<file path="config.mk">
export PLATFORM = sky130hd
export DESIGN_NAME = flop_icache
export DESIGN_NICKNAME = d
export VERILOG_FILES = /design/src/rtl/flop_icache_pkg.sv /design/src/rtl/flop_icache_match.sv /design/src/rtl/flop_icache_lru.sv /design/src/rtl/flop_icache_fill.sv /design/src/rtl/flop_icache.sv
export SDC_FILE = /design/constraint.sdc
export NUM_CORES = 1
export LEC_CHECK = 0
export ABC_AREA = 1
export BUFFER_PORTS_ARGS = -buffer_cell sky130_fd_sc_hd__buf_2
export CAP_MARGIN = 20
export CORE_MARGIN = 3
export CORE_UTILIZATION = 45
export CTS_CLUSTER_DIAMETER = 80
export DETAILED_ROUTE_END_ITERATION = 16
export SLEW_MARGIN = 20
export SYNTH_ARGS = -nofsm -noshare
export SYNTH_HDL_FRONTEND = slang
export SYNTH_SLANG_ARGS = --single-unit
export TNS_END_PERCENT = 20
</file>
<file path="constraint.sdc">
create_clock -name clk -period 8.8 [get_ports clk]
set_input_delay 1.32 -clock clk [delete_from_list [all_inputs] [get_ports clk]]
set_output_delay 1.32 -clock clk [all_outputs]
set_load 0.02 [all_outputs]
</file>
<file path="src/rtl/flop_icache_pkg.sv">
package flop_icache_pkg;

    localparam int unsigned WORD_BITS = 32;
    localparam int unsigned BYTE_OFF  = 2;
    localparam int unsigned MAX_LINES = 16;

    typedef enum logic [1:0] {
        FS_IDLE = 2'd0,
        FS_REQ  = 2'd1,
        FS_FILL = 2'd2
    } fill_state_e;

    typedef struct packed {
        logic valid;
        logic all;
    } maint_cmd_t;

    function automatic int unsigned words_per_line(input int unsigned line_bits);
        return line_bits / WORD_BITS;
    endfunction

    // lowest set bit of a (zero-extended) vector
    function automatic int unsigned lowest_set(input logic [MAX_LINES-1:0] v);
        int unsigned r;
        r = 0;
        for (int i = MAX_LINES - 1; i >= 0; i--) begin
            if (v[i]) r = i;
        end
        return r;
    endfunction

endpackage

</file>
<file path="src/rtl/flop_icache_match.sv">
module flop_icache_match #(
    parameter int LINES = 4,
    parameter int TAG_W = 8
) (
    input  logic [LINES-1:0][TAG_W-1:0] tags,
    input  logic [LINES-1:0]            line_valid,
    input  logic [TAG_W-1:0]            probe,
    output logic [LINES-1:0]            hit_vec
);
    for (genvar g = 0; g < LINES; g++) begin : g_cmp
        assign hit_vec[g] = line_valid[g] && (tags[g] == probe);
    end
endmodule

</file>
<file path="src/rtl/flop_icache_lru.sv">
module flop_icache_lru #(
    parameter  int LINES = 4,
    localparam int IDX_W = (LINES > 1) ? $clog2(LINES) : 1
) (
    input  logic             clk,
    input  logic             rst,
    input  logic             touch,
    input  logic [IDX_W-1:0] touch_idx,
    input  logic [LINES-1:0] line_valid,
    output logic [IDX_W-1:0] victim_idx
);
    // rank 0 = most recent, LINES-1 = least recent
    logic [LINES-1:0][IDX_W-1:0] rank_q;

    always_ff @(posedge clk) begin
        if (rst) begin
            for (int i = 0; i < LINES; i++) rank_q[i] <= IDX_W'(i);
        end else if (touch) begin
            for (int i = 0; i < LINES; i++) begin
                if (IDX_W'(i) == touch_idx)
                    rank_q[i] <= '0;
                else if (rank_q[i] < rank_q[touch_idx])
                    rank_q[i] <= rank_q[i] + 1'b1;
            end
        end
    end

    always_comb begin
        logic found;
        found      = 1'b0;
        victim_idx = '0;
        for (int i = 0; i < LINES; i++) begin
            if (!line_valid[i] && !found) begin
                victim_idx = IDX_W'(i);
                found      = 1'b1;
            end
        end
        if (!found) begin
            for (int i = 0; i < LINES; i++) begin
                if (rank_q[i] == IDX_W'(LINES - 1)) victim_idx = IDX_W'(i);
            end
        end
    end
endmodule

</file>
<file path="src/rtl/flop_icache_fill.sv">
module flop_icache_fill
    import flop_icache_pkg::*;
#(
    parameter int WA_W  = 22,
    parameter int OFF_W = 2
) (
    input  logic             clk,
    input  logic             rst,
    input  logic             start,
    input  logic [WA_W-1:0]  start_word,
    input  logic             mem_ack,
    input  logic             mem_rvalid,
    output fill_state_e      state,
    output logic             req,
    output logic [WA_W-1:0]  pend_word,
    output logic             beat_we,
    output logic [OFF_W-1:0] beat_off,
    output logic             beat_first,
    output logic             beat_last
);
    localparam int WPL = 1 << OFF_W;

    fill_state_e      state_q;
    logic [WA_W-1:0]  pend_q;
    logic [OFF_W-1:0] cnt_q;

    always_ff @(posedge clk) begin
        if (rst) begin
            state_q <= FS_IDLE;
            pend_q  <= '0;
            cnt_q   <= '0;
        end else begin
            unique case (state_q)
                FS_IDLE: if (start) begin
                    state_q <= FS_REQ;
                    pend_q  <= start_word;
                    cnt_q   <= '0;
                end
                FS_REQ: if (mem_ack) state_q <= FS_FILL;
                FS_FILL: if (mem_rvalid) begin
                    cnt_q <= cnt_q + 1'b1;
                    if (cnt_q == OFF_W'(WPL - 1)) state_q <= FS_IDLE;
                end
                default: state_q <= FS_IDLE;
            endcase
        end
    end

    assign state      = state_q;
    assign req        = (state_q == FS_REQ);
    assign pend_word  = pend_q;
    assign beat_we    = (state_q == FS_FILL) && mem_rvalid;
    assign beat_off   = pend_q[OFF_W-1:0] + cnt_q;   // wraps within the line
    assign beat_first = (cnt_q == '0);
    assign beat_last  = (cnt_q == OFF_W'(WPL - 1));
endmodule

</file>
<file path="src/rtl/flop_icache.sv">
module flop_icache
    import flop_icache_pkg::*;
#(
    parameter int LINES     = 4,
    parameter int LINE_BITS = 128,
    parameter int ADDR_W    = 24
) (
    input  logic              clk,
    input  logic              rst,
    input  logic              fetch_valid,
    input  logic [ADDR_W-1:0] fetch_addr,
    output logic [31:0]       fetch_data,
    output logic              fetch_wait,
    output logic              mem_req,
    output logic [ADDR_W-1:0] mem_addr,
    input  logic              mem_ack,
    input  logic              mem_rvalid,
    input  logic [31:0]       mem_rdata,
    input  logic              maint_valid,
    input  logic              maint_all,
    input  logic [ADDR_W-1:0] maint_addr
);
    localparam int WPL   = int'(words_per_line(LINE_BITS));
    localparam int OFF_W = $clog2(WPL);
    localparam int WA_W  = ADDR_W - BYTE_OFF;
    localparam int TAG_W = WA_W - OFF_W;
    localparam int IDX_W = (LINES > 1) ? $clog2(LINES) : 1;

    // address split
    logic [WA_W-1:0]  fetch_word;
    logic [TAG_W-1:0] fetch_tag, maint_tag;
    logic [OFF_W-1:0] fetch_off;
    maint_cmd_t       mcmd;

    assign fetch_word = fetch_addr[ADDR_W-1:BYTE_OFF];
    assign fetch_tag  = fetch_word[WA_W-1:OFF_W];
    assign fetch_off  = fetch_word[OFF_W-1:0];
    assign maint_tag  = maint_addr[ADDR_W-1:BYTE_OFF+OFF_W];
    assign mcmd       = '{valid: maint_valid, all: maint_all};

    // storage
    logic [LINES-1:0][TAG_W-1:0]          tags_q;
    logic [LINES-1:0]                     valid_q, valid_d;
    logic [LINES-1:0][WPL-1:0][WORD_BITS-1:0] data_q;
    logic [IDX_W-1:0]                     fill_idx_q;
    logic                                 kill_q;

    // lookup
    logic [LINES-1:0] hit_vec, maint_vec;
    logic             hit;
    logic [IDX_W-1:0] hit_idx;

    flop_icache_match #(.LINES(LINES), .TAG_W(TAG_W)) i_fetch_match (
        .tags(tags_q), .line_valid(valid_q), .probe(fetch_tag), .hit_vec(hit_vec)
    );

    flop_icache_match #(.LINES(LINES), .TAG_W(TAG_W)) i_maint_match (
        .tags(tags_q), .line_valid(valid_q), .probe(maint_tag), .hit_vec(maint_vec)
    );

    assign hit     = fetch_valid && (|hit_vec);
    assign hit_idx = IDX_W'(lowest_set(MAX_LINES'(hit_vec)));

    // fill control
    fill_state_e      fstate;
    logic             start, beat_we, beat_first, beat_last;
    logic [WA_W-1:0]  pend_word;
    logic [OFF_W-1:0] beat_off;
    logic             busy, fwd, kill_now;
    logic [IDX_W-1:0] victim_idx;

    assign start = fetch_valid && !hit && (fstate == FS_IDLE);
    assign busy  = (fstate != FS_IDLE);

    flop_icache_fill #(.WA_W(WA_W), .OFF_W(OFF_W)) i_fill (
        .clk(clk), .rst(rst), .start(start), .start_word(fetch_word),
        .mem_ack(mem_ack), .mem_rvalid(mem_rvalid), .state(fstate),
        .req(mem_req), .pend_word(pend_word), .beat_we(beat_we),
        .beat_off(beat_off), .beat_first(beat_first), .beat_last(beat_last)
    );

    assign mem_addr = {pend_word, {BYTE_OFF{1'b0}}};

    flop_icache_lru #(.LINES(LINES)) i_lru (
        .clk(clk), .rst(rst),
        .touch(hit || start),
        .touch_idx(hit ? hit_idx : victim_idx),
        .line_valid(valid_q),
        .victim_idx(victim_idx)
    );

    // critical word forwarding
    assign fwd = beat_we && beat_first && fetch_valid && (fetch_word == pend_word);

    assign fetch_wait = fetch_valid && !hit && !fwd;
    assign fetch_data = fwd ? mem_rdata : data_q[hit_idx][fetch_off];

    // maintenance that lands on the line under fill
    assign kill_now = busy && mcmd.valid &&
                      (mcmd.all || (maint_tag == tags_q[fill_idx_q]));

    always_comb begin
        valid_d = valid_q;
        if (beat_we && beat_last && !kill_q && !kill_now)
            valid_d[fill_idx_q] = 1'b1;
        if (start)
            valid_d[victim_idx] = 1'b0;
        if (mcmd.valid) begin
            if (mcmd.all) valid_d = '0;
            else          valid_d = valid_d & ~maint_vec;
        end
    end

    always_ff @(posedge clk) begin
        if (rst) begin
            valid_q    <= '0;
            tags_q     <= '0;
            fill_idx_q <= '0;
            kill_q     <= 1'b0;
        end else begin
            valid_q <= valid_d;
            if (start) begin
                tags_q[victim_idx] <= fetch_tag;
                fill_idx_q         <= victim_idx;
                kill_q             <= mcmd.valid && (mcmd.all || (maint_tag == fetch_tag));
            end else if (kill_now) begin
                kill_q <= 1'b1;
            end
        end
    end

    always_ff @(posedge clk) begin
        if (beat_we) data_q[fill_idx_q][beat_off] <= mem_rdata;
    end
endmodule

</file>
* Word-level counts from Yosys, hierarchy flattened
Cells that the tools add are included.
** Word-level totals
- Flip-flop bits (word level) :: 633
- Bits of input ports :: 87
- Output and inout bits :: 58
- Word-level logic and storage cells :: 197
** Operators by class
- $add $sub $neg :: 6
- $lt $le $gt $ge :: 13
- Equal/unequal tests :: 25
- Muxes and demuxes :: 60
- Bitwise gates (word level) :: 5
- Reduce and logical (&&, ||, !) cells :: 58
** Operator list (number)
- $bwmux 512 :: 1
- $bmux 128 s2 :: 1
- $demux 128 s2 :: 1
- $mux 128 :: 2
- $eq 20x20->1 :: 10
- $mux 32 :: 3
- $bwmux 80 :: 1
- $bmux 32 s2 :: 1
- $demux 32 s2 :: 1
- $mux 2 :: 27
- $bmux 20 s2 :: 1
- $demux 20 s2 :: 1
- $mux 20 :: 2
- $logic_and 1x1->1 :: 28
- $eq 22x22->1 :: 1
- $lt 2x3->1 const B :: 6
- $mux 4 :: 4
- $reduce_bool 2->1 :: 7
- $eq 2x2->1 const B :: 6
- $add 2x1->2 const B :: 5
- $reduce_and 2->1 :: 5
- $logic_not 1->1 :: 9
- $mux 1 :: 9
- $and 4x4->4 :: 2
- 19 further kinds :: 33

* Logic depth before layout (Yosys ltp)
Gate-level depths: netlist (run 1).
- Word-level depth :: 24
- Depth in mapped cells :: 25
- Mapped depth without buffers :: 24

* Hierarchy
A second synthesis (run 1) with hierarchy kept.
** Unflattened totals
- Cells, all modules :: 3179
- Area total of the unflattened synthesis :: 29394.4 um^2
** Modules (own cells, without submodules)
- flop_icache :: instances 1, cells each 2247, area an instance 24908.9 um^2, sequential area each 17116.4 um^2
- flop_icache_match :: instances 2, cells each 344, area an instance 1378.8 um^2, sequential area each 0.0 um^2
- flop_icache_fill :: instances 1, cells each 129, area an instance 1033.5 um^2, sequential area each 520.5 um^2
- flop_icache_lru :: instances 1, cells each 115, area an instance 694.4 um^2, sequential area each 160.2 um^2

* Least setup slack after synthesis (run 1)
Ideal clock, no wire load.
- Path type :: input port to output port
- Start point :: input port fetch_addr[17]
- End point :: output port fetch_data[1]
- Arrival :: 3.308 ns
- Required time :: 7.480 ns
- Slack :: 4.172 ns
- Stages :: 15
- Path buffers :: 4
- Cell sequence :: buf_4 -> buf_2 -> o21ai_0 -> nor2_1 -> nand3b_1 -> nor2_1 -> nand3_2 -> nand2_1 -> a21oi_4 -> buf_6 -> buf_2 -> o21ai_0 -> o211ai_1 -> nand3_1 -> a31oi_1
** Between the ends
- Cells in the longest elaborated chain, start to end :: 11
- Elaborated cells between the ends (all ways) :: 19
- Classes of those cells :: eq/ne: 5; mux: 9; reduce/logical: 5
** Ends and longest elaborated chain
- from (decl) :: RTL line flop_icache.sv:11 : input logic [ADDR_W-1:0] fetch_addr,
- $eq 20x20->1 :: RTL line flop_icache_match.sv:11 : assign hit_vec[g] = line_valid[g] && (tags[g] == probe);
- $logic_and 1x1->1 :: RTL line flop_icache_match.sv:11
- $mux 2 (4 in a row) :: RTL line flop_icache_pkg.sv:27 : if (v[i]) r = i;
- $bmux 128 s2 :: RTL line flop_icache.sv:96 : assign fetch_data = fwd ? mem_rdata : data_q[hit_idx][fetch_off];
- $mux 128 (implied by the code) :: RTL line flop_icache.sv:96
- $bmux 32 s2 :: RTL line flop_icache.sv:96
- $mux 32 (implied by the code) :: RTL line flop_icache.sv:96
- $mux 32 * :: RTL line flop_icache.sv:96
- to (decl) :: RTL line flop_icache.sv:12 : output logic [31:0] fetch_data,
Every way passes the cells marked *; elsewhere a longest branch is shown, timed or not. The select of a mux whose other input is x is not followed.

* Worst setup path in the final report (run 1)
- Start point :: input port fetch_addr[5]
- End point :: output port fetch_data[29]
The elaborated chain is that of the path after synthesis.

==> results of run 1 <==
-- power by group through the flow --
stage	registers [mW]	logic (mW)	clock network [mW]
after global placement	3.35	0.480	0
after CTS	3.28	0.486	3.14
after detailed placement	3.35	0.483	0
after floorplan	3.35	0.270	0
final	3.29	0.495	3.09
after global routing	3.29	0.535	3.26
-- registers in the layout, summed over array words and instances, names as in the netlist --
name,flops
i_fill.cnt_q,2
i_fill.pend_word,22
i_fill.state,2
fill_idx_q,2
data_q,512
valid_q,4
tags_q,80
i_lru.rank_q,8
kill_q,1
-- cells in the final DEF (no fill, tap or decap), types with 74 or more instances in the layout --
cell type                   netlist  layout
sky130_fd_sc_hd__buf_2           60     135
sky130_fd_sc_hd__dfxtp_1        121     121
sky130_fd_sc_hd__nand2_1        449     446
sky130_fd_sc_hd__edfxtp_1       512     512
sky130_fd_sc_hd__nor2_1         308     292
sky130_fd_sc_hd__o21ai_0        221     221
sky130_fd_sc_hd__nand3_1         96      96
sky130_fd_sc_hd__clkbuf_16        0      74
sky130_fd_sc_hd__a21oi_1        123     123
sky130_fd_sc_hd__inv_1          154     153
sky130_fd_sc_hd__o211ai_1       236     236
-- critical path: cells and delay by family --
family | cells | cell delay, ns
buffers and inverters | 6 | 2.22
and+or+nand+nor | 12 | 1.61
AOI/OAI and AO/OA | 3 | 0.37
-- metal layers --
layer | wire [um] | part of all wire (%)
met1 | 43340 | 44
met2 | 44940 | 46
met3 | 6454 | 6.6
met4 | 3233 | 3.3
met5 | 7 | 0.0071
-- stage by stage --
step / util, % / cells
2_1_floorplan: - / 2925
3_3_place_gp: 47.64 / 3762
3_5_place_dp: 47.64 / 3762
4_1_cts: 51.44 / 3895
5_1_grt: 51.45 / 3896
6_report: 51.46 / 3899
-- how the worst min path moves through the flow --
stage	cells past startpoint	endpoint
2_1_floorplan	2	kill_q
3_3_place_gp	2	kill_q
3_5_place_dp	2	kill_q
4_1_cts	2	kill_q
5_1_grt	2	kill_q
6_report	2	kill_q
-- cells by family after synthesis --
group	after synthesis
XOR/XNOR	71
adder cells (fa/ha/maj)	7
other	1
flip-flops	633
buffers and inverters	371
AO/OA/AOI/OAI	769
AND/OR/NAND/NOR	1072
-- area by class of cell --
cell class	count	area, sq um
multi-input combinational	1921	10420
timing repair buffer	169	943.4
clock buffer	88	1954
antenna	4	10.01
clock inverter	45	514.2
tap	855	1070
inverter	184	701.9
fill	5902	31520
sequential	633	17800
==> results.txt, run 1 <==
- Number of resized instances in the post-cts repair step: 0
- Starting Density: about 46%
- Total congestion overflow: 0
* Most used standard cells in the synthesized netlist: sky130_fd_sc_hd__edfxtp_1 (512), sky130_fd_sc_hd__nand2_1 (449), sky130_fd_sc_hd__nor2_1 (308), sky130_fd_sc_hd__o211ai_1 (236), sky130_fd_sc_hd__o21ai_0 (221)
- Internal power of the cells: roughly 5.2 mW
* Count of max-cap constraint violations: 0
* Unrepaired setup endpoints after global routing: no
* Final routed DRC violation total: 0
* Aggregate global-route resource usage: 27.75%
- Final setup margin: 1.792 ns
- For this design the ratio of total power to cell area is around 210 nW/um^2.
- Counting cells, the worst reg-to-reg path comes to 16.
* Post-route clock skew: roughly 0.028 ns
* Sequential power share: ~48%
- Along the worst path, the maximum fanout reaches roughly 150.
- Summing the sequential cell areas from Yosys gives between 50% and 60% of the chip area.
- between 100 and 150 I/O pins were placed.
* Standard-cell rows: between 90 and 100
- Maximum number of pins on one net before global-route repair: ~150
- Measured along the y axis, the die boundary spans around 260 um.
- Required arrival time at the worst endpoint: approximately 7.5 ns
- The clock reaches the later pin of the worst-skew pair after 0.63 ns.
* Switching Fraction: a little under a quarter
* Post-Synth XOR/XNOR Area: under 10%
* Number of flops mapped to enable cells by yosys: 512
- CP Capture Type: output port
* Via density per instance: between 5 and 6
- Wire length of the first global-routing pass: 144.4 mm
- 1st-iter DRT viols: approximately 2400
* Cell type contributing the most total cell area after synthesis: sky130_fd_sc_hd__edfxtp_1
- STA puts the critical path data arrival time at between 5 and 6 ns.
- Slew margin rel.: approximately 28%
- Hold Path Origin: kill_q
- Worst path cell trace: buf_2 > inv_1 > nand2_1 > nand2_1 > nor2_1 > nand2_1 > nor2_1 > nand2_1 > nor2_2 > nand2_1 > nand2_2 > nand2_8 > inv_8 > buf_4 > o211ai_1 > o211ai_1 > nand3_1 > nand3_1 > o21ai_1 > inv_1 > buf_2
- Final net count: 3076
- The die is around 260 um wide.
- Initial antenna violation count: 5
- After clock tree synthesis, the clock-pin slew on the worst setup and hold paths is 0.06 ns.
- Dpl cell area: about 31000 sq um
- In this design, the stage delay of the slowest critical-path cell is approximately 0.85 ns.
- STA classifies the critical path startpoint as an input pin.
- The hold violation count in the final report came to 0.
* Synthesized-area fraction occupied by ao, oa, aoi and oai cells: about 16%
* Max clock buf depth: 3
- Number of synthesized register bits: between 600 and 700
* Clock tree root buffer cell: sky130_fd_sc_hd__clkbuf_16
* Remaining antenna violation count after routing: 0
* Number of distinct standard cells referenced by the synthesized netlist: 56
- Vias in the first global route: 21650
* Share of Yosys cell area claimed by the top area cell type: just over 50%
* Adder-Cell Fraction of Synth Area: 0.2941%
* Number of iterations in the first detailed-routing pass: 5
- The area growth from synthesis to layout is 12.21%.
- Depth of the CTS H-tree: 3
* Hpwl dp: roughly 60 mm
* Setup Total Neg Slack: 0 ns
- Sink count of the clock tree: 633
- Power after layout: 6.868 mW
- Worst min path class: flip-flop to flip-flop
- Synthesized area per cell: about 10 sq um
- Final number of max-transition violations: 0
- The setup check on the worst reg-to-reg path leaves a slack of about 4.7 ns.
- In this run the post-CTS setup repair buffer count came out at 0.
* Final-report setup violation count: 0
- TritonCTS created 73 clock buffers.
* Port Buffer Count: ~140
- Summing the areas of all and, or, nand and nor instances in the mapped netlist gives between 10% and 20% of the synthesized area.
- Weighted congestion at the end of routability-driven global placement: 0.9861
* Detailed-route wire length per cell: approximately 25 um
* Critical register-to-register path endpoint: tags_q[58]
- Vias after detailed routing: about 23000
* Part of the total power dissipated in combinational logic: roughly 7.2%
- Met3 demand-to-capacity share in global routing: between 4 and 5%
- Final worst path period need: ~7.0 ns
- Counting every instance in the synthesized netlist gives around 2900.
* Critical Path Slowest Stage Cell: sky130_fd_sc_hd__inv_8
- Global routing used between 40% and 50% of the available met2 tracks.
- Endpoint of the most critical setup path: fetch_data[29]
- Final design instance area without fill: approximately 33000 sq um
- Clock tree from TritonCTS: built
- After global routing, the most crowded layer is met2.
* Crit Path Category: input pin to output port
- The clock network burns around 45% of the power.
* Dominant combinational cell family by area after synthesis: compound AO/OA/AOI/OAI gates
- Global routing consumed, on the met1 layer, 39.22% of the routing resources.
* Worst slack at placement: between 1.5 and 2 ns
* Worst Max-Slew Pin Slew: about 1.1 ns
- Of the cells placed in the final design, the portion with a size suffix greater than 1 is between 10 and 15%.
- The most used flip-flop cell after synthesis is sky130_fd_sc_hd__edfxtp_1.
* Leak: 11.44 nW
- By area the synthesized netlist is led by sky130_fd_sc_hd__edfxtp_1 (52%), sky130_fd_sc_hd__dfxtp_1 (8.1%), sky130_fd_sc_hd__o211ai_1 (6.0%).
- Worst ir drop on vdd: ~0.25 mV
- By instance count, the leading cell after synthesis is sky130_fd_sc_hd__edfxtp_1.
* Reg2Reg Launch Point: tags_q[79]
- The portion of synthesized area spent on multiplexers is 0%.
- The cell area that synthesis handed to floorplanning was 29780 sq um.
* Fraction of registers with async set or reset after synthesis: 0%
- Total Routed Length: around 100 mm
- The die covers between 60000 and 70000 sq um.
- During synthesis, Yosys emitted a total of 0 warnings.
* Status: complete, no violations
- Net switching power: about 1.6 mW
- Fin crit share: about 80%
* Cell mode on critical path: sky130_fd_sc_hd__nand2_1
- CP Launch Point: fetch_addr[5]
- Timing would allow up to 142.7 MHz.
- Hold Worst Slack: between 0.4 and 0.5 ns
- Hold_buf cts: 0
- The core region is ~65000 sq um.
No activity file was read; power rests on OpenSTA's default activity.
==> inputs of run 2 (changes only) <==
==> constraint.sdc (replaced) <==
create_clock -name clk -period 5.95 [get_ports clk]
set_input_delay 0.8925 -clock clk [delete_from_list [all_inputs] [get_ports clk]]
set_output_delay 0.8925 -clock clk [all_outputs]
set_load 0.02 [all_outputs]
==> results.txt, run 2 (synthesized netlist as in run 1, its figures left out) <==
* Synthesis-to-finish area growth: 12.57%
- The final critical path takes up slightly below 90% of the cycle.
* Via density per instance: 5.892 (+0.39%)
- Wire length of the first global-routing pass: 143.3 mm (-0.72%)
* Clock tree root buffer cell: sky130_fd_sc_hd__clkbuf_16
- # Post-CTS Setup Buffers: 0 (unchanged)
- Aggregate global-route resource usage: 27.65% (-0.091 points)
- The clock share of power was 43.6% (-1.3 points).
- The data required time at the worst endpoint is 5.06 ns (-2.42 ns).
* Flip-flop count of the largest register, all copies and words added: 512 (unchanged)
* Standard-cell rows: 93 (unchanged)
- The total design power came to 9.939 mW (+45%).
- The number of placed I/O pins came to 145 (unchanged).
- The final max-slew violation count came to 0 (unchanged).
* Total Routed Length: 98.23 mm (+0.25%)
- Final-report setup violation count: 0 (unchanged)
- Unrepaired setup endpoints after global routing: no
- Crit Path Category: input pin to output port
- The worst setup path is captured at an output port.
- Worst ir drop on vdd: 0.2887 mV (+15%)
- Sink count of the clock tree: 633 (unchanged)
- The die area is 69290 sq um (unchanged).
* Top library cells by usage in the layout, fill and taps aside: sky130_fd_sc_hd__edfxtp_1 (512), sky130_fd_sc_hd__nand2_1 (446), sky130_fd_sc_hd__nor2_1 (292), sky130_fd_sc_hd__o211ai_1 (236), sky130_fd_sc_hd__o21ai_0 (221)
- The maximum number of pins on one net before global-route repair is 121 (-21%).
- Remaining antenna violation count after routing: 0 (unchanged)
* Arrival time reported for the critical path endpoint: 4.37 ns (-1.32 ns)
- Final setup margin: 0.6869 ns (-1.105 ns)
- The H-tree depth reported by CTS is 3 (unchanged).
- The core outline area came to 64930 sq um (unchanged).
- Final routed DRC violation total: 0 (unchanged)
* Vias in the first global route: 21390 (-1.2%)
- Final worst path period need: approximately 5.3 ns
* Vias after detailed routing: 23060 (+0.78%)
* Filler cell count: 5873 (-0.49%)
* Setup Total Neg Slack: 0 ns (unchanged)
- Part of the total power dissipated in combinational logic: 7.5% (+0.3 points)
- Detailed-route wire length per cell: 25.10 um (-0.14%)
* Sequential power share: 48.9% (+1.1 points)
* Hold_buf cts: 0 (unchanged)
- The number of input and output port buffers inserted was 136 (unchanged).
- Final design instance area without fill: 33520 sq um (+0.33%)
- The final-stage net count came to 3098 (+0.72%).
- Clock tree from TritonCTS: built
- The source-to-sink clock delay at the later pin of the worst-skew pair was 0.62 ns (about the same).
- Net switching power: 2.379 mW (+44%)
- Count of max-cap constraint violations: 0 (unchanged)
- The storage element area came to 17800 sq um (unchanged).
- Status: complete, no violations
- Worst Max-Slew Pin Slew: 1.213 ns (+0.1312 ns)
- The library cell used most frequently in the layout, excluding fill and tap cells, is sky130_fd_sc_hd__edfxtp_1.
- 1st-iter DRT viols: 2342 (-3.6%)
- The max-slew headroom at the worst pin was 18.96% (-8.8 points).
* Overall die width: 263.2 um (unchanged)
- Clock transition at the registers of the reported paths: 0.05 ns (about the same)
- The top fanout value on the critical path came to 120 (-21%).
* Multi-input combinational cell area: 10420 sq um (unchanged)
- Cts bufs inserted: 71 (-2.7%)
* Floorplan die height: 263.2 um (unchanged)
* Weighted congestion at the end of routability-driven global placement: 1.002 (+1.6%)
* Internal power of the cells: 7.560 mW (+45%)
- The post-placement cell area was 31210 sq um (+0.91%).
- The effective utilization at floorplan is 45.86% (unchanged).
* Initial antenna violation count: 5 (unchanged)
- The switching share of total power was 23.94% (-0.047 points).
- Worst min path class: flip-flop to flip-flop
- The sum of net half-perimeters after detailed placement was 61.62 mm (+2.2%).
- For this run, the top clock speed supported by timing is 190.0 MHz.
* Final Hold Vio Count: 0 (unchanged)
- The ratio of total power to cell area came to 296.5 nW/um^2 (+44%).
- Max clock buf depth: 3 (unchanged)
- The overall overflow remaining after global route came to 0 (unchanged).
- Leak: 11.51 nW (+0.59%)
- Ranked by flip-flop count, first place goes to data_q.
- The share of layout cells above drive strength 1 was 12.79% (+0.33 points).
* Crit path launch type: input pin
- Number of resized instances in the post-cts repair step: 0 (unchanged)
- Worst slack at placement: 0.7344 ns (-0.9911 ns)
* Post-route clock skew: 0.03704 ns (+0.009305 ns)
- The worst hold slack after final layout came to 0.4789 ns (+0.0009980 ns).
- Number of iterations in the first detailed-routing pass: 7 (+2)
==> run 2: cell types whose count changed in the layout (fill, tap and decap cells not counted), moves of 2 or more <==
cell                        delta
sky130_fd_sc_hd__clkinv_2      -7
sky130_fd_sc_hd__clkbuf_8      -2
sky130_fd_sc_hd__inv_6         +3
sky130_fd_sc_hd__clkbuf_1      +4
sky130_fd_sc_hd__buf_12        +8
sky130_fd_sc_hd__bufinv_16     -3
sky130_fd_sc_hd__clkinv_8      -3
sky130_fd_sc_hd__buf_4        +16
==> run 2: worst max-delay path: stages <==
cell	delay [ns]
sky130_fd_sc_hd__buf_2	0.33
sky130_fd_sc_hd__inv_2	0.21
sky130_fd_sc_hd__nand2_1	0.18
sky130_fd_sc_hd__nand2_1	0.07
sky130_fd_sc_hd__nor2_1	0.12
sky130_fd_sc_hd__nand2_1	0.06
sky130_fd_sc_hd__nor2_1	0.28
sky130_fd_sc_hd__nand3_2	0.19
sky130_fd_sc_hd__nand2_1	0.14
sky130_fd_sc_hd__nand2_2	0.09
sky130_fd_sc_hd__nand2_8	0.26
sky130_fd_sc_hd__buf_12	0.44
sky130_fd_sc_hd__or2_2	0.19
sky130_fd_sc_hd__o211ai_1	0.08
sky130_fd_sc_hd__o211ai_1	0.10
sky130_fd_sc_hd__nand3_1	0.09
sky130_fd_sc_hd__a31oi_1	0.36
sky130_fd_sc_hd__buf_2	0.24
==> run 2: final timing paths <==
path,cells after the start,slack [ns],start,end
worst max register to register,12,1.91,fill_idx_q[0],valid_q[2]
worst min-delay path,2,0.48,kill_q,kill_q
worst min register to register,2,0.48,kill_q,kill_q
worst max-delay path,18,0.69,fetch_addr[17],fetch_data[2]
==> run 2: power groups by stage <==
stage	combinational (mW)	sequential, mW	clock, mW
final	0.743	4.86	4.34
after global routing	0.799	4.86	4.59
after CTS	0.729	4.86	4.41
after detailed placement	0.726	4.95	0
after global placement	0.719	4.95	0
after floorplan	0.399	4.95	0
==> run 2: layout make-up <==
class | instances | area share, %
timing repair buffer | 193 | 3.651
multi-input combinational | 1921 | 31.09
clock buffer | 90 | 5.793
clock inverter | 35 | 1.068
tap | 855 | 3.192
antenna | 3 | 0.02240
sequential | 633 | 53.09
inverter | 184 | 2.094
==> run 2: metal layers <==
metal | global-route usage (%) | share of wire [%]
met1 | 38.30 | 43
met2 | 43.74 | 46
met3 | 5.860 | 8.2
met4 | 8.657 | 3.1
met5 | 0 | 0.024
==> run 2: stage by stage <==
step / cells / utilization (%)
after floorplan: 2925 / -
after global placement: 3786 / 48.07
after detailed placement: 3786 / 48.07
after CTS: 3911 / 51.61
after global routing: 3912 / 51.62
final: 3914 / 51.62
